===== config.mk =====
export PLATFORM = sky130hd
export DESIGN_NAME = spi_stopclk_master
export DESIGN_NICKNAME = d
export VERILOG_FILES = /design/src/rtl/spi_pkg.sv /design/src/rtl/spi_tick_src.sv /design/src/rtl/spi_clk_seq.sv /design/src/rtl/spi_shifter.sv /design/src/rtl/spi_stopclk_master.sv
export SDC_FILE = /design/constraint.sdc
export NUM_CORES = 1
export LEC_CHECK = 0
export BUFFER_PORTS_ARGS = -buffer_cell sky130_fd_sc_hd__buf_4
export CORE_ASPECT_RATIO = 1.75
export CORE_MARGIN = 2
export CORE_UTILIZATION = 60
export DETAILED_ROUTE_END_ITERATION = 10
export PLACE_DENSITY = 0.8
export RECOVER_POWER = 50
export SYNTH_ARGS = -nofsm -noshare
export SYNTH_HDL_FRONTEND = slang
export SYNTH_HIERARCHICAL = 1
export SYNTH_SLANG_ARGS = --single-unit
export TNS_END_PERCENT = 1

===== constraint.sdc =====
create_clock -name clk -period 6.1 [get_ports clk]
set_clock_uncertainty 0.2 [all_clocks]
set_input_delay 0.915 -clock clk [delete_from_list [all_inputs] [get_ports clk]]
set_output_delay 0.915 -clock clk [all_outputs]
set_load 0.02 [all_outputs]

===== src/rtl/spi_pkg.sv =====
package spi_pkg;

  typedef enum logic [2:0] {
    ST_IDLE,
    ST_LEAD,
    ST_HIGH,
    ST_LOW,
    ST_LAG
  } seq_state_e;

  // Divider value zero is run as one so that the low phase is never empty
  function automatic int unsigned eff_div(input int unsigned d);
    return (d == 0) ? 1 : d;
  endfunction

  function automatic int unsigned period_ticks(input int unsigned d);
    return eff_div(d) + 1;
  endfunction

  function automatic int unsigned high_ticks(input int unsigned d);
    return eff_div(d) / 2 + 1;
  endfunction

  function automatic int unsigned low_ticks(input int unsigned d);
    return period_ticks(d) - high_ticks(d);
  endfunction

  function automatic int unsigned clamp_len(input int unsigned v,
                                            input int unsigned lo,
                                            input int unsigned hi);
    if (v < lo) return lo;
    if (v > hi) return hi;
    return v;
  endfunction

endpackage


===== src/rtl/spi_tick_src.sv =====
module spi_tick_src #(
  parameter int SYS_DIV = 6
) (
  input  logic clk,
  input  logic rst_n,
  input  logic ext_clk,
  input  logic use_ext,
  input  logic load,
  output logic int_tick,
  output logic ext_tick,
  output logic tick
);
  localparam int PW = (SYS_DIV > 2) ? $clog2(SYS_DIV) : 1;

  logic [PW-1:0] pre;
  logic [2:0]    sync_q;
  logic          sel_q;

  // free-running prescale of the system clock
  assign int_tick = (pre == PW'(SYS_DIV - 1));

  always_ff @(posedge clk or negedge rst_n) begin
    if (!rst_n) pre <= '0;
    else if (int_tick) pre <= '0;
    else pre <= pre + PW'(1);
  end

  // two synchronising stages, third stage for edge detection
  always_ff @(posedge clk or negedge rst_n) begin
    if (!rst_n) sync_q <= '0;
    else sync_q <= {sync_q[1:0], ext_clk};
  end

  assign ext_tick = sync_q[1] & ~sync_q[2];

  always_ff @(posedge clk or negedge rst_n) begin
    if (!rst_n) sel_q <= 1'b0;
    else if (load) sel_q <= use_ext;
  end

  assign tick = sel_q ? ext_tick : int_tick;

  // internal ticks are isolated single-cycle events
  p_int_sparse_r3: assert property (@(posedge clk) disable iff (!rst_n)
    int_tick |=> !int_tick);

endmodule


===== src/rtl/spi_clk_seq.sv =====
module spi_clk_seq
  import spi_pkg::*;
#(
  parameter int DIV_W = 8,
  parameter int NB_W  = 6,
  parameter int CNT_W = 9
) (
  input  logic             clk,
  input  logic             rst_n,
  input  logic             tick,
  input  logic             start,
  input  logic [DIV_W-1:0] cfg_div,
  input  logic [NB_W-1:0]  len_eff,
  output logic             sck,
  output logic             ss_n,
  output logic             sdo_en,
  output logic             busy,
  output logic             load_ev,
  output logic             rise_ev,
  output logic             fall_ev,
  output logic             done_ev
);
  seq_state_e       state;
  logic [CNT_W-1:0] cnt;
  logic [CNT_W-1:0] hi_q;
  logic [CNT_W-1:0] lo_q;
  logic [CNT_W-1:0] per_q;
  logic [NB_W-1:0]  nbits_q;
  logic [NB_W-1:0]  falls;
  logic             step;
  logic             last_bit;
  logic             lag_oe_off;

  // named events for the shifter and for the assertions
  assign step       = tick && (cnt == CNT_W'(1));
  assign load_ev    = (state == ST_IDLE) && start;
  assign rise_ev    = (state == ST_LOW)  && step;
  assign fall_ev    = (state == ST_HIGH) && step;
  assign done_ev    = (state == ST_LAG)  && step;
  assign busy       = (state != ST_IDLE);
  assign last_bit   = (falls == nbits_q - NB_W'(1));
  assign lag_oe_off = (state == ST_LAG) && tick && (cnt == hi_q + CNT_W'(1));

  always_ff @(posedge clk or negedge rst_n) begin
    if (!rst_n) begin
      state   <= ST_IDLE;
      cnt     <= '0;
      hi_q    <= '0;
      lo_q    <= '0;
      per_q   <= '0;
      nbits_q <= '0;
      falls   <= '0;
      sck     <= 1'b0;
      ss_n    <= 1'b1;
      sdo_en  <= 1'b0;
    end else begin
      unique case (state)
        ST_IDLE: begin
          if (start) begin
            hi_q    <= CNT_W'(high_ticks(32'(cfg_div)));
            lo_q    <= CNT_W'(low_ticks(32'(cfg_div)));
            per_q   <= CNT_W'(period_ticks(32'(cfg_div)));
            cnt     <= CNT_W'(low_ticks(32'(cfg_div)));
            nbits_q <= len_eff;
            falls   <= '0;
            ss_n    <= 1'b0;
            sdo_en  <= 1'b1;
            state   <= ST_LEAD;
          end
        end
        ST_LEAD: begin
          if (step) begin
            sck   <= 1'b1;
            cnt   <= hi_q;
            state <= ST_HIGH;
          end else if (tick) begin
            cnt <= cnt - CNT_W'(1);
          end
        end
        ST_HIGH: begin
          if (step) begin
            sck <= 1'b0;
            if (last_bit) begin
              cnt   <= per_q;
              state <= ST_LAG;
            end else begin
              cnt   <= lo_q;
              falls <= falls + NB_W'(1);
              state <= ST_LOW;
            end
          end else if (tick) begin
            cnt <= cnt - CNT_W'(1);
          end
        end
        ST_LOW: begin
          if (step) begin
            sck   <= 1'b1;
            cnt   <= hi_q;
            state <= ST_HIGH;
          end else if (tick) begin
            cnt <= cnt - CNT_W'(1);
          end
        end
        ST_LAG: begin
          if (step) begin
            ss_n   <= 1'b1;
            sdo_en <= 1'b0;
            state  <= ST_IDLE;
          end else if (tick) begin
            cnt <= cnt - CNT_W'(1);
            if (lag_oe_off) sdo_en <= 1'b0;
          end
        end
        default: state <= ST_IDLE;
      endcase
    end
  end

  // no clock activity outside the select window
  p_sck_needs_select_r11: assert property (@(posedge clk) disable iff (!rst_n)
    ss_n |-> !sck);

  // data drive never enabled with select released
  p_oe_select_r7: assert property (@(posedge clk) disable iff (!rst_n)
    ss_n |-> !sdo_en);

  // every clock edge is caused by a divider tick
  p_sck_on_tick_r3: assert property (@(posedge clk) disable iff (!rst_n)
    !$stable(sck) |-> $past(tick));

  // the trailing phase is entered only after the full word
  p_lag_bits_r8: assert property (@(posedge clk) disable iff (!rst_n)
    (state == ST_LAG) |-> (falls == nbits_q - NB_W'(1)));

endmodule


===== src/rtl/spi_shifter.sv =====
module spi_shifter #(
  parameter int DATA_W = 32,
  parameter int NB_W   = 6
) (
  input  logic              clk,
  input  logic              rst_n,
  input  logic              load_ev,
  input  logic              rise_ev,
  input  logic              fall_ev,
  input  logic              done_ev,
  input  logic [DATA_W-1:0] tx_data,
  input  logic [NB_W-1:0]   len_eff,
  input  logic              miso,
  output logic              sdo,
  output logic [DATA_W-1:0] rx_data,
  output logic              rx_valid
);
  logic [DATA_W-1:0] tx_sh;
  logic [DATA_W-1:0] rx_sh;

  // the word is left-aligned so the serial bit is always the top bit
  always_ff @(posedge clk or negedge rst_n) begin
    if (!rst_n) tx_sh <= '0;
    else if (load_ev) tx_sh <= tx_data << (NB_W'(DATA_W) - len_eff);
    else if (rise_ev) tx_sh <= {tx_sh[DATA_W-2:0], 1'b0};
  end

  assign sdo = tx_sh[DATA_W-1];

  always_ff @(posedge clk or negedge rst_n) begin
    if (!rst_n) rx_sh <= '0;
    else if (load_ev) rx_sh <= '0;
    else if (fall_ev) rx_sh <= {rx_sh[DATA_W-2:0], miso};
  end

  always_ff @(posedge clk or negedge rst_n) begin
    if (!rst_n) begin
      rx_data  <= '0;
      rx_valid <= 1'b0;
    end else begin
      rx_valid <= done_ev;
      if (done_ev) rx_data <= rx_sh;
    end
  end

  // received-word strobe lasts one cycle
  p_valid_pulse_r10: assert property (@(posedge clk) disable iff (!rst_n)
    rx_valid |=> !rx_valid);

endmodule


===== src/rtl/spi_stopclk_master.sv =====
module spi_stopclk_master #(
  parameter int DATA_W  = 32,
  parameter int LEN_W   = 6,
  parameter int DIV_W   = 8,
  parameter int SYS_DIV = 6,
  parameter int MIN_LEN = 8
) (
  input  logic              clk,
  input  logic              rst_n,
  input  logic              ext_clk,
  input  logic [DIV_W-1:0]  cfg_div,
  input  logic [LEN_W-1:0]  cfg_len,
  input  logic              cfg_use_ext,
  input  logic              start,
  input  logic [DATA_W-1:0] tx_data,
  input  logic              miso,
  output logic              sck,
  output logic              ss_n,
  output logic              sdo,
  output logic              sdo_en,
  output logic              busy,
  output logic [DATA_W-1:0] rx_data,
  output logic              rx_valid
);
  localparam int NB_W  = $clog2(DATA_W + 1);
  localparam int CNT_W = DIV_W + 1;

  logic [NB_W-1:0] len_eff;
  logic int_tick;
  logic ext_tick;
  logic tick;
  logic load_ev;
  logic rise_ev;
  logic fall_ev;
  logic done_ev;

  assign len_eff = NB_W'(spi_pkg::clamp_len(32'(cfg_len), MIN_LEN, DATA_W));

  spi_tick_src #(.SYS_DIV(SYS_DIV)) u_tick (
    .clk      (clk),
    .rst_n    (rst_n),
    .ext_clk  (ext_clk),
    .use_ext  (cfg_use_ext),
    .load     (load_ev),
    .int_tick (int_tick),
    .ext_tick (ext_tick),
    .tick     (tick)
  );

  spi_clk_seq #(.DIV_W(DIV_W), .NB_W(NB_W), .CNT_W(CNT_W)) u_seq (
    .clk     (clk),
    .rst_n   (rst_n),
    .tick    (tick),
    .start   (start),
    .cfg_div (cfg_div),
    .len_eff (len_eff),
    .sck     (sck),
    .ss_n    (ss_n),
    .sdo_en  (sdo_en),
    .busy    (busy),
    .load_ev (load_ev),
    .rise_ev (rise_ev),
    .fall_ev (fall_ev),
    .done_ev (done_ev)
  );

  spi_shifter #(.DATA_W(DATA_W), .NB_W(NB_W)) u_shift (
    .clk      (clk),
    .rst_n    (rst_n),
    .load_ev  (load_ev),
    .rise_ev  (rise_ev),
    .fall_ev  (fall_ev),
    .done_ev  (done_ev),
    .tx_data  (tx_data),
    .len_eff  (len_eff),
    .miso     (miso),
    .sdo      (sdo),
    .rx_data  (rx_data),
    .rx_valid (rx_valid)
  );

  // busy and the select window coincide
  p_busy_select_r10: assert property (@(posedge clk) disable iff (!rst_n)
    busy == !ss_n);

  // mid-word, the data bit only moves together with a clock change
  p_sdo_moves_on_rise_r5: assert property (@(posedge clk) disable iff (!rst_n)
    (busy && $past(busy) && $stable(sck)) |-> $stable(sdo));

endmodule


==> implementation parameters <==
Parameter                              Value

Synthesis
  Synthesis warning total ... 6
  Register bit count reported by yosys ... 156
  Adder and majority gate portion of the synthesized area ... 1.97%
  Top cells by instance count after synthesis ... sky130_fd_sc_hd__dfrtp_1 (155), sky130_fd_sc_hd__nand2_1 (114), sky130_fd_sc_hd__nor2_1 (111)
  Distinct cell type count after synthesis ... 89
  Top area cells in the synthesized netlist ... sky130_fd_sc_hd__dfrtp_1 (39%), sky130_fd_sc_hd__mux2i_1 (7.3%), sky130_fd_sc_hd__mux2_2 (6.8%)
  Post-synth EDFFs ... 0
  Post-synthesis compound-gate area fraction ... 14.8%
  Xor/xnor share of the synthesized area ... 4.06%
  Post-Synthesis Cells ... 1049
  Cell type contributing the most total cell area after synthesis ... sky130_fd_sc_hd__dfrtp_1
  Async set-reset flop share out of synthesis ... 100%
  Main synth FF type ... sky130_fd_sc_hd__dfrtp_1
  Main combinational cell family by area after synthesis ... simple AND/OR/NAND/NOR gates
  Avg Cell Area, Syn ... 9.46 µm²
  Basic-gate share of the synthesized area counting and, or, nand and nor cells ... 18.0%
  Leading cell type by number of instances after synthesis ... sky130_fd_sc_hd__dfrtp_1
  Post-synth net total ... 1116
  Area share of the largest cell type after synthesis ... 39.1%
  Post-synthesis sequential area ratio ... 39.4%
  Post-synthesis cell area ... 9920 µm²
  Multiplexer share of the synthesized area ... 16.7%

Pwr
  Fraction of power spent switching nets ... 33.0%
  P per Cell Area ... 265 nW/µm²
  Static leakage ... 4.78 nW
  Maximum ir drop on the vdd rail ... 0.182 mV
  Cell-internal power ... 0.00196 W
  Power share of the combinational group ... 21.8%
  Seq pwr share ... 42.3%
  Clock network fraction of design power ... 35.9%
  Psw ... 0.000966 W

Timing
  Final max-slew violation count ... 106
  Final Hold Slack ... 0.151 ns
  Final setup violating endpoints ... 0
  Top achievable clock speed ... 228 MHz
  Transition time at the pin with the least slew margin ... 3.04 ns
  Post-route fraction of the period consumed by the critical path ... 71.8%
  Unrepaired setup endpoints after global routing ... false
  Final Hold Violating Endpoints ... 0
  Clock period minus worst slack ... 4.38 ns
  Total negative setup slack ... 0 ns
  Relative slew margins ... -103%

Die
  Die Area ... 17600 µm²
  X dimension of the die ... 101 µm
  Initial core utilization ... 60.9%
  I/O pin total ... 90
  Vertical die dimension ... 174 µm
  Placeable core area ... 16300 µm²
  Std cell rows ... 62

Outcome
  Outcome ... finished with violations
  Violations in the final reports ... capacitance limit, slew limit

GRT
  Pin count of the biggest net entering global routing ... 99
  Total track usage ... 29.5%
  Initial antenna violation count ... 0
  GR Overflow Total ... 0
  Wire length of the first global-routing pass ... 41700 µm
  Vias in the first global route ... 8391

Clocking
  Post-cts resize count ... 0
  # clock sinks ... 156
  Worst-skew pair later-pin latency ... 0.43 ns
  Total setup buffers inserted after CTS ... 0
  Maximum root-to-sink buffer count ... 2
  Htree depth ... 4
  TritonCTS buffer count ... 17
  TritonCTS clock tree ... yes
  Clock-pin slew on the worst setup and hold paths ... 0.08 ns
  Clock root buffer ... sky130_fd_sc_hd__clkbuf_16
  CTS Hold Buffers Added ... 0

Critical path
  Data arrival, critical path ... 4.49 ns
  Critical path required time ... 6.21 ns
  Crit path launch type ... input pin
  Kind of critical path ... input pin to flop
  Maximum net fanout on the critical path ... 27
  Endpoint class of the critical path ... flop

Placement
  Total of buffers placed on input and output ports ... 89
  HPWL reported at the end of detailed placement ... 17500 µm
  Weighted congestion reported at the end of routability-driven placement ... 0.929

Cells and area
  Number of nets in the final layout ... 1167
  Count of filler cells inserted in the layout ... 1325
  Area growth, synth to finish ... 11.4%
  Layout cell share with drive strength beyond 1 ... 18.3%
  Diode insertion count for antenna repair ... 0

Job
  Max_cap viols ... 2

Drt
  Average wire per cell in the routed design ... 19.1 µm
  Detailed Route Iter0 Violations ... 539
  Router iterations before antenna repair ... 5
  Via Count ... 8293
  Detailed Route WL ... 24900 µm
  Routed vias/inst ... 6.35
  Number of nets still failing antenna checks after routing ... 0
  Remaining routing DRC violations ... 0

Worst hold path
  Worst min-delay path category ... flop to flop
-- final timing paths --
path | startpoint | endpoint | slack [ns] | depth (start not counted)
min in group asynchronous | rst_n | u_seq/hi_q[5]$_DFFE_PN0P_ | 0.38 | 1
max reg2reg | u_seq/state[2]$_DFFE_PN0P_ | u_shift/tx_sh[15]$_DFFE_PN0P_ | 2.30 | 8
max in group asynchronous | rst_n | u_seq/lo_q[3]$_DFFE_PN0P_ | 1.87 | 2
max | cfg_len[5] | u_shift/tx_sh[22]$_DFFE_PN0P_ | 1.72 | 11
min reg2reg | u_tick/sync_q[0]$_DFF_PN0_ | u_tick/sync_q[1]$_DFF_PN0_ | 0.15 | 0
min | u_tick/sync_q[0]$_DFF_PN0_ | u_tick/sync_q[1]$_DFF_PN0_ | 0.15 | 0
-- worst max-delay path: stages --
cell and delay, ns:
sky130_fd_sc_hd__buf_4 0.15, sky130_fd_sc_hd__nor3b_1 0.65, sky130_fd_sc_hd__inv_1 0.10, sky130_fd_sc_hd__ha_1 0.94, sky130_fd_sc_hd__buf_4 0.36, sky130_fd_sc_hd__mux2_2 0.37
sky130_fd_sc_hd__mux2i_1 0.28, sky130_fd_sc_hd__o211ai_1 0.15, sky130_fd_sc_hd__o21ai_0 0.20, sky130_fd_sc_hd__o22ai_1 0.14, sky130_fd_sc_hd__o22a_1 0.21
-- power by group through the flow --
stage          Combinational, W  Sequential, W  Clock, W
3_3_place_gp           0.000615        0.00125         0
4_1_cts                0.000635        0.00124   0.00107
5_1_grt                0.000702        0.00126   0.00111
2_1_floorplan          0.000494        0.00121         0
3_5_place_dp           0.000630        0.00126         0
6_report               0.000639        0.00124   0.00105
-- layout by cell type, fill, tap and decap left out, types with 9 or more instances in the layout --
cell and n:
sky130_fd_sc_hd__dfrtp_1 155, sky130_fd_sc_hd__nand2_1 114, sky130_fd_sc_hd__nor2_1 110, sky130_fd_sc_hd__mux2i_1 72, sky130_fd_sc_hd__buf_4 64, sky130_fd_sc_hd__mux2_2 60, sky130_fd_sc_hd__a21oi_1 45, sky130_fd_sc_hd__o21ai_0 45
sky130_fd_sc_hd__clkbuf_1 39, sky130_fd_sc_hd__inv_1 33, sky130_fd_sc_hd__nor2b_1 29, sky130_fd_sc_hd__xnor2_1 28, sky130_fd_sc_hd__nor3_1 27, sky130_fd_sc_hd__o22ai_1 20, sky130_fd_sc_hd__nand3_1 19, sky130_fd_sc_hd__clkbuf_16 17
sky130_fd_sc_hd__ha_1 14, sky130_fd_sc_hd__o22a_1 13, sky130_fd_sc_hd__a211oi_1 12, sky130_fd_sc_hd__nand2b_1 12, sky130_fd_sc_hd__xor2_1 11, sky130_fd_sc_hd__a31oi_1 9, sky130_fd_sc_hd__mux4_2 9
-- kinds of logic (layout without fill, tap and decap cells) --
family	count (synthesis)	after routing
AOI/OAI and AO/OA	216	216
and+or+nand+nor	367	367
DFF	156	156
muxes	145	145
buffers and inverters	107	171
xor gates and xnor gates	43	43
adders and majority gates	15	15
-- sequential cells by signal, indices dropped and copies added (netlist names), 3 cells and up --
signal and cells:
u_seq/lo_q 8, u_seq/hi_q 8, u_seq/cnt 9, u_shift/rx_sh 32, u_shift/tx_sh 32, u_tick/pre 3
u_seq/per_q 9, u_seq/state 3, u_shift/rx_data 32, u_seq/falls 6, u_tick/sync_q 3, u_seq/nbits_q 6
-- layer usage --
metal | up-vias | wire length, µm | track usage (%)
li1 | 3836 | - | -
met2 | 302 | 13500 | 51.8
met1 | 4051 | 8940 | 33.9
met5 | - | 0 | 0
met3 | 104 | 910 | 3.66
met4 | 0 | 1550 | 16.9
-- area by class of cell --
type                       instances  area (µm²)  area share (%)
multi-input combinational        786        5540            50.1
sequential                       156        3910            35.3
timing repair buffer             105         646            5.84
clock buffer                      17         425            3.85
tap                              192         240            2.17
clock inverter                    15         173            1.56
inverter                          34         128            1.15
-- metrics by stage --
step                      power, W  setup slack, ns  util [%]  instance area (µm²)  instances
after floorplan            0.00170             1.97         -                 9920       1049
after global placement     0.00187             1.44      65.1                10600       1273
after detailed placement   0.00189             1.31      65.1                10600       1273
after CTS                  0.00294             1.76      68.7                11200       1305
after global routing       0.00307             1.07      67.8                11100       1305
final                      0.00293             1.72      67.8                11100       1305
No activity file was read; power rests on OpenSTA's default activity.
